<file path="config.mk">
export PLATFORM = sky130hd
export DESIGN_NAME = edh_inserter
export DESIGN_NICKNAME = d
export VERILOG_FILES = /design/src/rtl/edh_pkg.sv /design/src/rtl/edh_crc.sv /design/src/rtl/edh_flag_rx.sv /design/src/rtl/edh_pkt_gen.sv /design/src/rtl/edh_inserter.sv
export SDC_FILE = /design/constraint.sdc
export NUM_CORES = 1
export LEC_CHECK = 0
export CAP_MARGIN = 5
export CORE_AREA = 3 3 144 146
export DETAILED_ROUTE_END_ITERATION = 10
export DIE_AREA = 0 0 147 149
export DONT_BUFFER_PORTS = 1
export GPL_ROUTABILITY_DRIVEN = 0
export PLACE_DENSITY = 0.65
export SETUP_SLACK_MARGIN = 0.1
export SYNTH_ARGS = -nofsm -noshare
export SYNTH_HDL_FRONTEND = slang
export SYNTH_HIERARCHICAL = 1
export SYNTH_SLANG_ARGS = --single-unit
</file>
<file path="constraint.sdc">
create_clock -name clk_i -period 7.48 [get_ports clk_i]
set_input_delay 0.748 -clock clk_i [delete_from_list [all_inputs] [get_ports clk_i]]
set_output_delay 0.748 -clock clk_i [all_outputs]
set_load 0.005 [all_outputs]
</file>
<file path="src/rtl/edh_pkg.sv">
package edh_pkg;
  localparam int WORD_W  = 10;
  localparam int CRC_W   = 16;
  localparam int PKT_LEN = 23;
  localparam int IDX_W   = 5;
  localparam logic [WORD_W-1:0] DID_W  = 10'h1F4;
  localparam logic [WORD_W-1:0] DBN_W  = 10'h200;
  localparam logic [WORD_W-1:0] DC_W   = 10'h110;
  localparam logic [WORD_W-1:0] RSV_W  = 10'h200;

  function automatic logic [CRC_W-1:0] crc_step(logic [CRC_W-1:0] c, logic [WORD_W-1:0] d);
    logic fb;
    for (int i = 0; i < WORD_W; i++) begin
      fb = c[CRC_W-1] ^ d[i];
      c  = {c[CRC_W-2:0], 1'b0};
      if (fb) c = c ^ 16'h1021;
    end
    return c;
  endfunction

  function automatic logic [WORD_W-1:0] par_word(logic [7:0] b);
    return {~(^b), ^b, b};
  endfunction

  function automatic logic [WORD_W-1:0] pkt_body(
    logic [IDX_W-1:0] idx, logic [CRC_W-1:0] ap, logic ap_v,
    logic [CRC_W-1:0] ff, logic ff_v, logic [14:0] fl);
    case (idx)
      5'd0:    return 10'h000;
      5'd1,
      5'd2:    return 10'h3FF;
      5'd3:    return DID_W;
      5'd4:    return DBN_W;
      5'd5:    return DC_W;
      5'd6:    return par_word({ap[5:0], 2'b00});
      5'd7:    return par_word({ap[11:6], 2'b00});
      5'd8:    return par_word({ap_v, 1'b0, ap[15:12], 2'b00});
      5'd9:    return par_word({ff[5:0], 2'b00});
      5'd10:   return par_word({ff[11:6], 2'b00});
      5'd11:   return par_word({ff_v, 1'b0, ff[15:12], 2'b00});
      5'd12:   return par_word({1'b0, fl[14:10], 2'b00});
      5'd13:   return par_word({1'b0, fl[9:5], 2'b00});
      5'd14:   return par_word({1'b0, fl[4:0], 2'b00});
      default: return RSV_W;
    endcase
  endfunction
endpackage

</file>
<file path="src/rtl/edh_crc.sv">
module edh_crc
  import edh_pkg::*;
(
  input  logic              clk_i,
  input  logic              rst_ni,
  input  logic              vld_i,
  input  logic              win_i,
  input  logic              fend_i,
  input  logic [WORD_W-1:0] data_i,
  output logic [CRC_W-1:0]  crc_o,
  output logic              valid_o
);
  logic [CRC_W-1:0] run_q;

  always_ff @(posedge clk_i or negedge rst_ni) begin
    if (!rst_ni) begin
      run_q   <= '0;
      crc_o   <= '0;
      valid_o <= 1'b0;
    end else if (fend_i) begin
      crc_o   <= run_q;
      valid_o <= 1'b1;
      run_q   <= '0;
    end else if (vld_i && win_i) begin
      run_q <= crc_step(run_q, data_i);
    end
  end
endmodule

</file>
<file path="src/rtl/edh_flag_rx.sv">
module edh_flag_rx
  import edh_pkg::*;
(
  input  logic              clk_i,
  input  logic              rst_ni,
  input  logic              vld_i,
  input  logic [WORD_W-1:0] data_i,
  output logic [14:0]       flags_o
);
  logic [WORD_W-1:0] h0_q, h1_q, h2_q;
  logic              act_q;
  logic [3:0]        cnt_q;
  logic              hdr_hit;

  assign hdr_hit = (h2_q == 10'h000) && (h1_q == 10'h3FF) && (h0_q == 10'h3FF) && (data_i == DID_W);

  always_ff @(posedge clk_i or negedge rst_ni) begin
    if (!rst_ni) begin
      h0_q <= '0; h1_q <= '0; h2_q <= '0;
      act_q <= 1'b0; cnt_q <= '0; flags_o <= '0;
    end else if (vld_i) begin
      h2_q <= h1_q; h1_q <= h0_q; h0_q <= data_i;
      if (hdr_hit) begin
        act_q <= 1'b1;
        cnt_q <= 4'd1;
      end else if (act_q) begin
        cnt_q <= cnt_q + 4'd1;
        case (cnt_q)
          4'd9:  flags_o[14:10] <= data_i[6:2];
          4'd10: flags_o[9:5]   <= data_i[6:2];
          4'd11: begin
            flags_o[4:0] <= data_i[6:2];
            act_q        <= 1'b0;
          end
          default: ;
        endcase
      end
    end
  end
endmodule

</file>
<file path="src/rtl/edh_pkt_gen.sv">
module edh_pkt_gen
  import edh_pkg::*;
(
  input  logic [IDX_W-1:0]  idx_i,
  input  logic [CRC_W-1:0]  ap_crc_i,
  input  logic              ap_v_i,
  input  logic [CRC_W-1:0]  ff_crc_i,
  input  logic              ff_v_i,
  input  logic [14:0]       flags_i,
  output logic [WORD_W-1:0] word_o
);
  logic [8:0]        sum;
  logic [WORD_W-1:0] body;

  always_comb begin
    sum = '0;
    for (int i = 3; i < PKT_LEN - 1; i++) begin
      body = pkt_body(IDX_W'(i), ap_crc_i, ap_v_i, ff_crc_i, ff_v_i, flags_i);
      sum  = sum + body[8:0];
    end
    if (idx_i == IDX_W'(PKT_LEN - 1)) word_o = {~sum[8], sum};
    else word_o = pkt_body(idx_i, ap_crc_i, ap_v_i, ff_crc_i, ff_v_i, flags_i);
  end
endmodule

</file>
<file path="src/rtl/edh_inserter.sv">
module edh_inserter
  import edh_pkg::*;
#(
  parameter int HW = 12
) (
  input  logic              clk_i,
  input  logic              rst_ni,
  input  logic              vld_i,
  input  logic [9:0]        data_i,
  input  logic [HW-1:0]     hcnt_i,
  input  logic [HW-1:0]     sav_pos_i,
  input  logic              ins_line_i,
  input  logic              ff_win_i,
  input  logic              ap_win_i,
  input  logic              field_end_i,
  input  logic              proc_en_i,
  input  logic              bypass_i,
  input  logic              sd_sel_i,
  input  logic              ins_dis_i,
  input  logic              upd_mode_i,
  input  logic [4:0]        anc_flags_i,
  input  logic [4:0]        ff_flags_i,
  input  logic [4:0]        ap_flags_i,
  output logic [9:0]        data_o,
  output logic              vld_o,
  output logic [14:0]       flags_o
);
  localparam int NCRC = 2;  // 0: active picture, 1: full field

  logic [NCRC-1:0]  win;
  logic [CRC_W-1:0] crc   [NCRC];
  logic [NCRC-1:0]  crc_v;
  logic [14:0]      rx_flags;
  logic [HW-1:0]    off;
  logic             en, ins;
  logic [WORD_W-1:0] pkt_word;

  assign win = {ff_win_i, ap_win_i};

  for (genvar g = 0; g < NCRC; g++) begin : g_crc
    edh_crc u_crc (
      .clk_i  (clk_i),
      .rst_ni (rst_ni),
      .vld_i  (vld_i),
      .win_i  (win[g]),
      .fend_i (field_end_i),
      .data_i (data_i),
      .crc_o  (crc[g]),
      .valid_o(crc_v[g])
    );
  end

  edh_flag_rx u_rx (
    .clk_i  (clk_i),
    .rst_ni (rst_ni),
    .vld_i  (vld_i),
    .data_i (data_i),
    .flags_o(rx_flags)
  );

  assign flags_o = upd_mode_i ? rx_flags : {anc_flags_i, ff_flags_i, ap_flags_i};

  // packet end is anchored one sample before SAV
  assign off = hcnt_i - (sav_pos_i - HW'(PKT_LEN));
  assign en  = proc_en_i & bypass_i & sd_sel_i & ~ins_dis_i;
  assign ins = vld_i & ins_line_i & en & (off < HW'(PKT_LEN));

  edh_pkt_gen u_gen (
    .idx_i   (off[IDX_W-1:0]),
    .ap_crc_i(crc[0]),
    .ap_v_i  (crc_v[0]),
    .ff_crc_i(crc[1]),
    .ff_v_i  (crc_v[1]),
    .flags_i (flags_o),
    .word_o  (pkt_word)
  );

  always_ff @(posedge clk_i or negedge rst_ni) begin
    if (!rst_ni) begin
      data_o <= '0;
      vld_o  <= 1'b0;
    end else begin
      data_o <= ins ? pkt_word : data_i;
      vld_o  <= vld_i;
    end
  end
endmodule

</file>
==> results.py, run 1 <==
metrics = {
    "run_status": {
        "status": "completed",
    },
    "floorplan": {
        "placementRows": 51,
        "die_area_sq_um": 21900,
        "die_w_um": 147,
        "io_pins": 87,
        "start_util_pct": 44.8,
        "die_h_um": 149,
        "coreArea_sq_um": 19500,
    },
    "synthesis": {
        "syn-num-nets": 912,
        "synthArstFlopShare_pct": 100,
        "synth_area_leaders": "dfrtp_1 (36%), mux2_2 (13%), fa_1 (7.8%), xnor2_1 (6.4%), ha_1 (5.4%)",
        "synth_area_sq_um": 8740,
        "synth_cell_types": 68,
        "avgSynthCellArea_sq_um": 11.2,
        "syn_inst": 779,
        "synth_seq_cells": 127,
        "yosys.area.top_type_share_pct": 36.3,
        "yosysTopAreaCell": "dfrtp_1",
        "yosys_warnings": 6,
        "synth-seq-area-share_pct": 36.3,
        "synth_edf_count": 0,
        "synth-main-ff-cell": "dfrtp_1",
    },
    "routing": {
        "drt_first_pass_iters": 6,
        "drt-initial-drc-count": 643,
        "drc": 0,
        "num_vias": 5958,
        "wl_per_cell_um": 21.0,
        "viasPerCell": 5.65,
        "drt-total-wl_um": 22100,
        "drtAntennaViolNets": 0,
    },
    "sta": {
        "fmax_mhz": 197,
        "maxSlewViolCount": 0,
        "worst_pin_slew_ns": 1.23,
        "slew_headroom_pct": 18.0,
        "rsz0062_at_grt": "false",
        "finClkSkew_ns": 0.00762,
        "hold_violations": 0,
        "timing.final.crit_share_pct": 67.9,
        "final.setup.tns_ns": 0,
        "fin_crit_ns": 5.08,
        "setup_slack_ns": 2.40,
        "setup_viol": 0,
    },
    "clock_tree": {
        "cts_tree": "yes",
        "cts_buffers": 17,
        "post-cts-setup-buffer-count": 0,
        "cts_max_level": 4,
        "cts.sinks": 127,
        "clkSlewWorstSetupHoldPaths_ns": 0.07,
        "clockBufferDepth": 2,
        "root_buffer": "clkbuf_16",
        "clock_latency_ns": 0.42,
    },
    "setup_path": {
        "timing.rr.start": "u_rx/flags_o[8]",
        "criticalPathCategory": "reg -> reg",
        "crit_path_start_kind": "flip-flop",
        "regToRegSetupSlack_ns": 2.40,
        "crit_path_end_kind": "flip-flop",
        "timing.rr.end": "data_o[9]",
        "cp_data_arrival_time_ns": 5.39,
        "crit_required_ns": 7.79,
        "crit_fanout": 4,
        "worst_r2r_path_depth": 14,
    },
    "grt": {
        "grt_antenna_before_repair": 0,
        "grt_max_degree": 125,
        "gr-total-overflow": 0,
        "track_usage_pct": 20.5,
        "grt_pass1_wl_um": 34400,
        "grt_pass1_vias": 5946,
    },
    "power_and_ir_drop": {
        "power_frac_comb_pct": 46.9,
        "ir_worst_vdd_uv": 246,
        "seq_power_share_pct": 26.8,
        "powerDensity_nw_per_um2": 342,
        "p_int_mw": 2.07,
        "power_switching_share_pct": 37.1,
        "power.switching_mw": 1.22,
        "leakage_nw": 4.35,
        "clkPwrFrac_pct": 26.3,
    },
    "place": {
        "port-buffer-count": 0,
        "place_ws_ns": 1.99,
        "hpwl_um": 16400,
    },
    "cells_and_area": {
        "syn_to_final_growth_pct": 10.2,
        "drive_gt1_share_pct": 21.0,
        "antenna_cells": 0,
        "nets": 910,
        "final_cell_mix": "dfrtp_1 (127), mux2_2 (103), inv_1 (73)",
        "layout_commonest_cell": "dfrtp_1",
    },
    "worst_hold_path": {
        "hp-class": "in -> async",
    },
    "run": {
        "maxCapViolCount": 0,
    },
}
power by group through the flow:
stage               combinational [mW]  clock (mW)  sequential, mW
floorplan                         1.25           0           0.850
global placement                  1.50           0           0.895
detailed placement                1.52           0           0.896
CTS                               1.53       0.884           0.885
global route                      1.70       0.917           0.896
finish                            1.55       0.868           0.885
layer usage:
metal | share of wire, % | GRT usage, % | vias to the layer above
li1 | - | - | 2727
met4 | 3.5 | 8.20 | 0
met5 | 0 | 0 | -
met2 | 46 | 32.2 | 230
met3 | 6.3 | 4.92 | 57
met1 | 45 | 27.5 | 2944
state kept, by name (all words and copies together) (netlist names):
name                 cells
data_o                  10
g_crc.u_crc/crc_o       32
g_crc.u_crc/run_q       32
g_crc.u_crc/valid_o      2
u_rx/act_q               1
u_rx/cnt_q               4
u_rx/flags_o            15
u_rx/h0_q               10
u_rx/h1_q               10
u_rx/h2_q               10
vld_o                    1
worst max-delay path by stage:
stage                          startpoint        end  depth (start not counted)
after floorplan                upd_mode_i  data_o[9]                         16
after global placement         upd_mode_i  data_o[9]                         14
after detailed placement       upd_mode_i  data_o[9]                         14
after CTS                 u_rx/flags_o[3]  data_o[9]                         14
after global routing      u_rx/flags_o[3]  data_o[9]                         14
final                     u_rx/flags_o[8]  data_o[9]                         14
synthesized netlist by cell type (5+ instances only):
cell type	count
nand3b_1	5
xnor3_1	12
a21oi_1	16
nor3_1	12
o21ai_0	39
ha_1	38
buf_1	6
inv_1	73
nand3_1	10
nand2_1	55
clkbuf_1	18
fa_1	34
dfrtp_1	127
a22oi_1	12
nand4_1	8
xor2_1	25
xnor2_1	64
mux2_2	103
nor2_1	14
what timing repair did:
action	4_1_cts	5_1_grt
endpoints found under the hold margin	4	0
gates resized for setup	0	0
hold buffers	1	0
endpoints found under the setup margin	0	0
cells by family (layout without fill, tap and decap cells):
group / after synthesis / in the layout / synth area share (%)
xor+xnor: 112 / 112 / 14.3
simple gates: 139 / 139 / 8.31
buf+inv: 99 / 110 / 4.31
compound gates: 124 / 124 / 9.89
flops: 127 / 127 / 36.3
mux: 106 / 106 / 13.6
fa+ha+maj: 72 / 72 / 13.2
critical path, cell delays in order (launching register included):
cell and delay [ns]:
dfrtp_1 0.39, mux2_2 0.38, fa_1 0.58, fa_1 0.45, fa_1 0.58, fa_1 0.42, ha_1 0.30, ha_1 0.32
a31o_2 0.26, a21o_1 0.17, a21oi_1 0.22, xnor2_1 0.16, xnor3_1 0.26, o22a_1 0.21, mux2_2 0.27
final cells by class:
class                   count  area (sq um)
inverters                  73           274
flip-flops and latches    127          3180
repair buffers              5          40.0
well taps                 265           332
fillers                  1788          9890
clock buffers              17           425
multi-input cells         553          5190
clock inverters            15           198
metrics by stage:
step | power (mW) | instance area [sq um] | util, % | instances | hold slack (ns)
3_3_place_gp | 2.39 | 9000 | 46.1 | 1022 | 0.455
2_1_floorplan | 2.10 | 8740 | - | 779 | 0.452
3_5_place_dp | 2.41 | 9000 | 46.1 | 1022 | 0.455
5_1_grt | 3.51 | 9640 | 49.3 | 1055 | 0.000706
4_1_cts | 3.30 | 9640 | 49.3 | 1055 | 0.00129
6_report | 3.30 | 9640 | 49.3 | 1055 | 0.0189
No activity file was read; power rests on OpenSTA's default activity.
==> run 2: changes to the inputs <==
Settings changed: PLACE_DENSITY 0.65 to 0.67.
Clock period 7.48 ns to 4.25 ns, I/O delays scaled along.
==> run 2 against run 1 <==
Net effect:
- the flow now finishes with violations (setup timing)
- routed wire length rose by 7.4%
- critical path depth did not move
- design area rose by 6.8%
- maximum frequency increased by 9.2%
- count of clock-buffer cells in the layout up 2
- die area is the same
- clock skew rose by 0.0030 ns
- worst hold slack better by 0.039 ns
- via count rose by 4.8%
==> results.py, run 2 (synthesized netlist as in run 1, its figures left out) <==
metrics = {
    "clock_tree": {
        "cts.sinks": 127,
        "clock_latency_ns": 0.42,
        "cts_buffers": 17,
        "cts_max_level": 4,
        "cts_tree": "yes",
        "root_buffer": "clkbuf_16",
        "clockBufferDepth": 2,
        "clkSlewWorstSetupHoldPaths_ns": 0.06,
    },
    "setup_path": {
        "path_cells": "mux2_4 > fa_2 > fa_1 > fa_2 > fa_2 > ha_4 > ha_4 > a31o_4 > a21o_1 > a21oi_2 > xnor2_1 > xnor3_1 > o22a_1 > mux2_2",
        "max_stage_delay_ns": 0.58,
        "crit_fanout": 2,
        "cp_data_arrival_time_ns": 4.96,
        "crit_required_ns": 4.56,
        "crit_path_end_kind": "flip-flop",
        "cp_common_cell": "fa_2",
        "path_delay_family": "adder cells",
        "regToRegSetupSlack_ns": -0.40,
        "cp-endpoint": "data_o[9]",
        "timing.rr.start": "u_rx/flags_o[2]",
        "crit_slowest_cell": "fa_2",
        "crit_path_start_kind": "flip-flop",
        "worst_r2r_path_depth": 14,
        "timing.rr.end": "data_o[9]",
        "critPathLaunch": "u_rx/flags_o[2]",
        "criticalPathCategory": "reg -> reg",
        "path_buf_inv": 0,
        "cp.depth": 14,
    },
    "sta": {
        "maxSlewViolCount": 0,
        "setup_viol": 4,
        "rsz0062_at_grt": "true",
        "fmax_mhz": 215,
        "hold_violations": 0,
        "fin_crit_ns": 4.65,
        "timing.final.crit_share_pct": 109,
        "final.setup.tns_ns": -1.01,
        "slew_headroom_pct": 17.1,
        "worst_pin_slew_ns": 1.24,
        "setup_slack_ns": -0.401,
        "finClkSkew_ns": 0.0106,
    },
    "floorplan": {
        "die_w_um": 147,
        "die_h_um": 149,
        "coreArea_sq_um": 19500,
        "placementRows": 51,
        "start_util_pct": 44.8,
        "die_area_sq_um": 21900,
        "io_pins": 87,
    },
    "routing": {
        "drt-initial-drc-count": 451,
        "drtAntennaViolNets": 0,
        "drc": 0,
        "drt-total-wl_um": 23800,
        "viasPerCell": 5.57,
        "drt_first_pass_iters": 6,
        "wl_per_cell_um": 21.2,
        "num_vias": 6242,
    },
    "place": {
        "port-buffer-count": 0,
        "hpwl_um": 17800,
        "placed_area_sq_um": 9580,
    },
    "power_and_ir_drop": {
        "finalPower_mw": 6.94,
        "clkPwrFrac_pct": 20.6,
        "seq_power_share_pct": 21.6,
        "p_int_mw": 4.40,
        "power_frac_comb_pct": 57.9,
        "ir_worst_vdd_uv": 459,
        "powerDensity_nw_per_um2": 675,
        "power.switching_mw": 2.55,
        "power_switching_share_pct": 36.7,
        "leakage_nw": 4.74,
    },
    "grt": {
        "grt_max_degree": 128,
        "gr-total-overflow": 0,
        "grt_pass1_vias": 6561,
        "track_usage_pct": 22.4,
        "grt_pass1_wl_um": 37400,
        "grt_antenna_before_repair": 0,
    },
    "worst_hold_path": {
        "min_from": "vld_i",
        "hp-class": "in -> reg",
    },
    "run": {
        "maxCapViolCount": 0,
    },
    "cells_and_area": {
        "final_cell_mix": "dfrtp_1 (127), mux2_2 (91), inv_1 (72)",
        "reg_top3": "g_crc.u_crc/crc_o (32), g_crc.u_crc/run_q (32), u_rx/flags_o (15)",
        "antenna_cells": 0,
        "design_area_sq_um": 10300,
        "layout_commonest_cell": "dfrtp_1",
        "multiInputGateArea_sq_um": 5370,
        "fill_cells": 1722,
        "drive_gt1_share_pct": 29.4,
        "syn_to_final_growth_pct": 17.7,
        "seqCellArea_sq_um": 3180,
        "nets": 975,
    },
    "run_status": {
        "violations": "setup timing",
        "status": "finished with violations",
    },
}
## run 2: cell types whose count changed in the layout (fill, tap and decap cells not counted), sizes merged
cell	previous run	this run
bufinv	2	1
buf	4	69
clkbuf	17	19
clkinvlp	1	3
inv	82	79
## run 2: layout make-up
cell class	instances	area share (%)
multi-input combinational	553	52.2
timing repair buffer	70	5.43
inverter	73	2.66
tap	265	3.22
sequential	127	30.9
clock inverter	13	1.23
clock buffer	19	4.40
## run 2: metrics by stage
stage / utilization (%) / std cells / hold slack (ns) / setup WS, ns
floorplan: - / 779 / 0.129 / -0.615
global placement: 49.1 / 1083 / 0.142 / -0.444
detailed placement: 49.1 / 1083 / 0.141 / -0.518
CTS: 52.6 / 1119 / 0.0108 / -0.349
global route: 52.7 / 1120 / 0.0312 / -0.525
finish: 52.7 / 1120 / 0.0584 / -0.401
## run 2: how the worst min path moves through the flow
stage | endpoint | slack [ns] | depth (start not counted)
3_5_place_dp | g_crc[0].u_crc/run_q[15] | 0.14 | 0
3_3_place_gp | g_crc[0].u_crc/run_q[15] | 0.14 | 0
5_1_grt | vld_o | 0.03 | 0
4_1_cts | data_o[8] | 0.01 | 1
6_report | vld_o | 0.06 | 0
2_1_floorplan | data_o[0] | 0.13 | 0
## run 2: what timing repair did
action / CTS / global route
hold buffers: 1 / 1
setup buffers: 3 / 1
setup endpoints to repair: 6 / 6
pin swaps: 16 / 3
resized for setup: 16 / 4
hold endpoints to repair: 127 / 8
## run 2: worst register-to-register path: stages, from the launching register on
cell	delay (ns)
dfrtp_1	0.38
mux2_4	0.29
fa_2	0.58
fa_1	0.42
fa_2	0.57
fa_2	0.46
ha_4	0.18
ha_4	0.23
a31o_4	0.23
a21o_1	0.17
a21oi_2	0.14
xnor2_1	0.15
xnor3_1	0.27
o22a_1	0.22
mux2_2	0.25
## run 2: routing by layer
layer	vias to the layer above	GRT usage (%)	share of wire, %
li1	2843	-	-
met1	3062	28.8	42
met2	260	35.1	46
met3	77	6.35	7.3
met4	0	10.6	5.3
met5	-	0	0
## run 2: power groups by stage
stage / Sequential (mW) / Clock, mW / Combinational [mW]
after floorplan: 1.50 / 0 / 2.59
after global placement: 1.51 / 0 / 3.48
after detailed placement: 1.52 / 0 / 3.51
after CTS: 1.50 / 1.45 / 3.93
after global routing: 1.52 / 1.52 / 4.31
final: 1.50 / 1.43 / 4.02
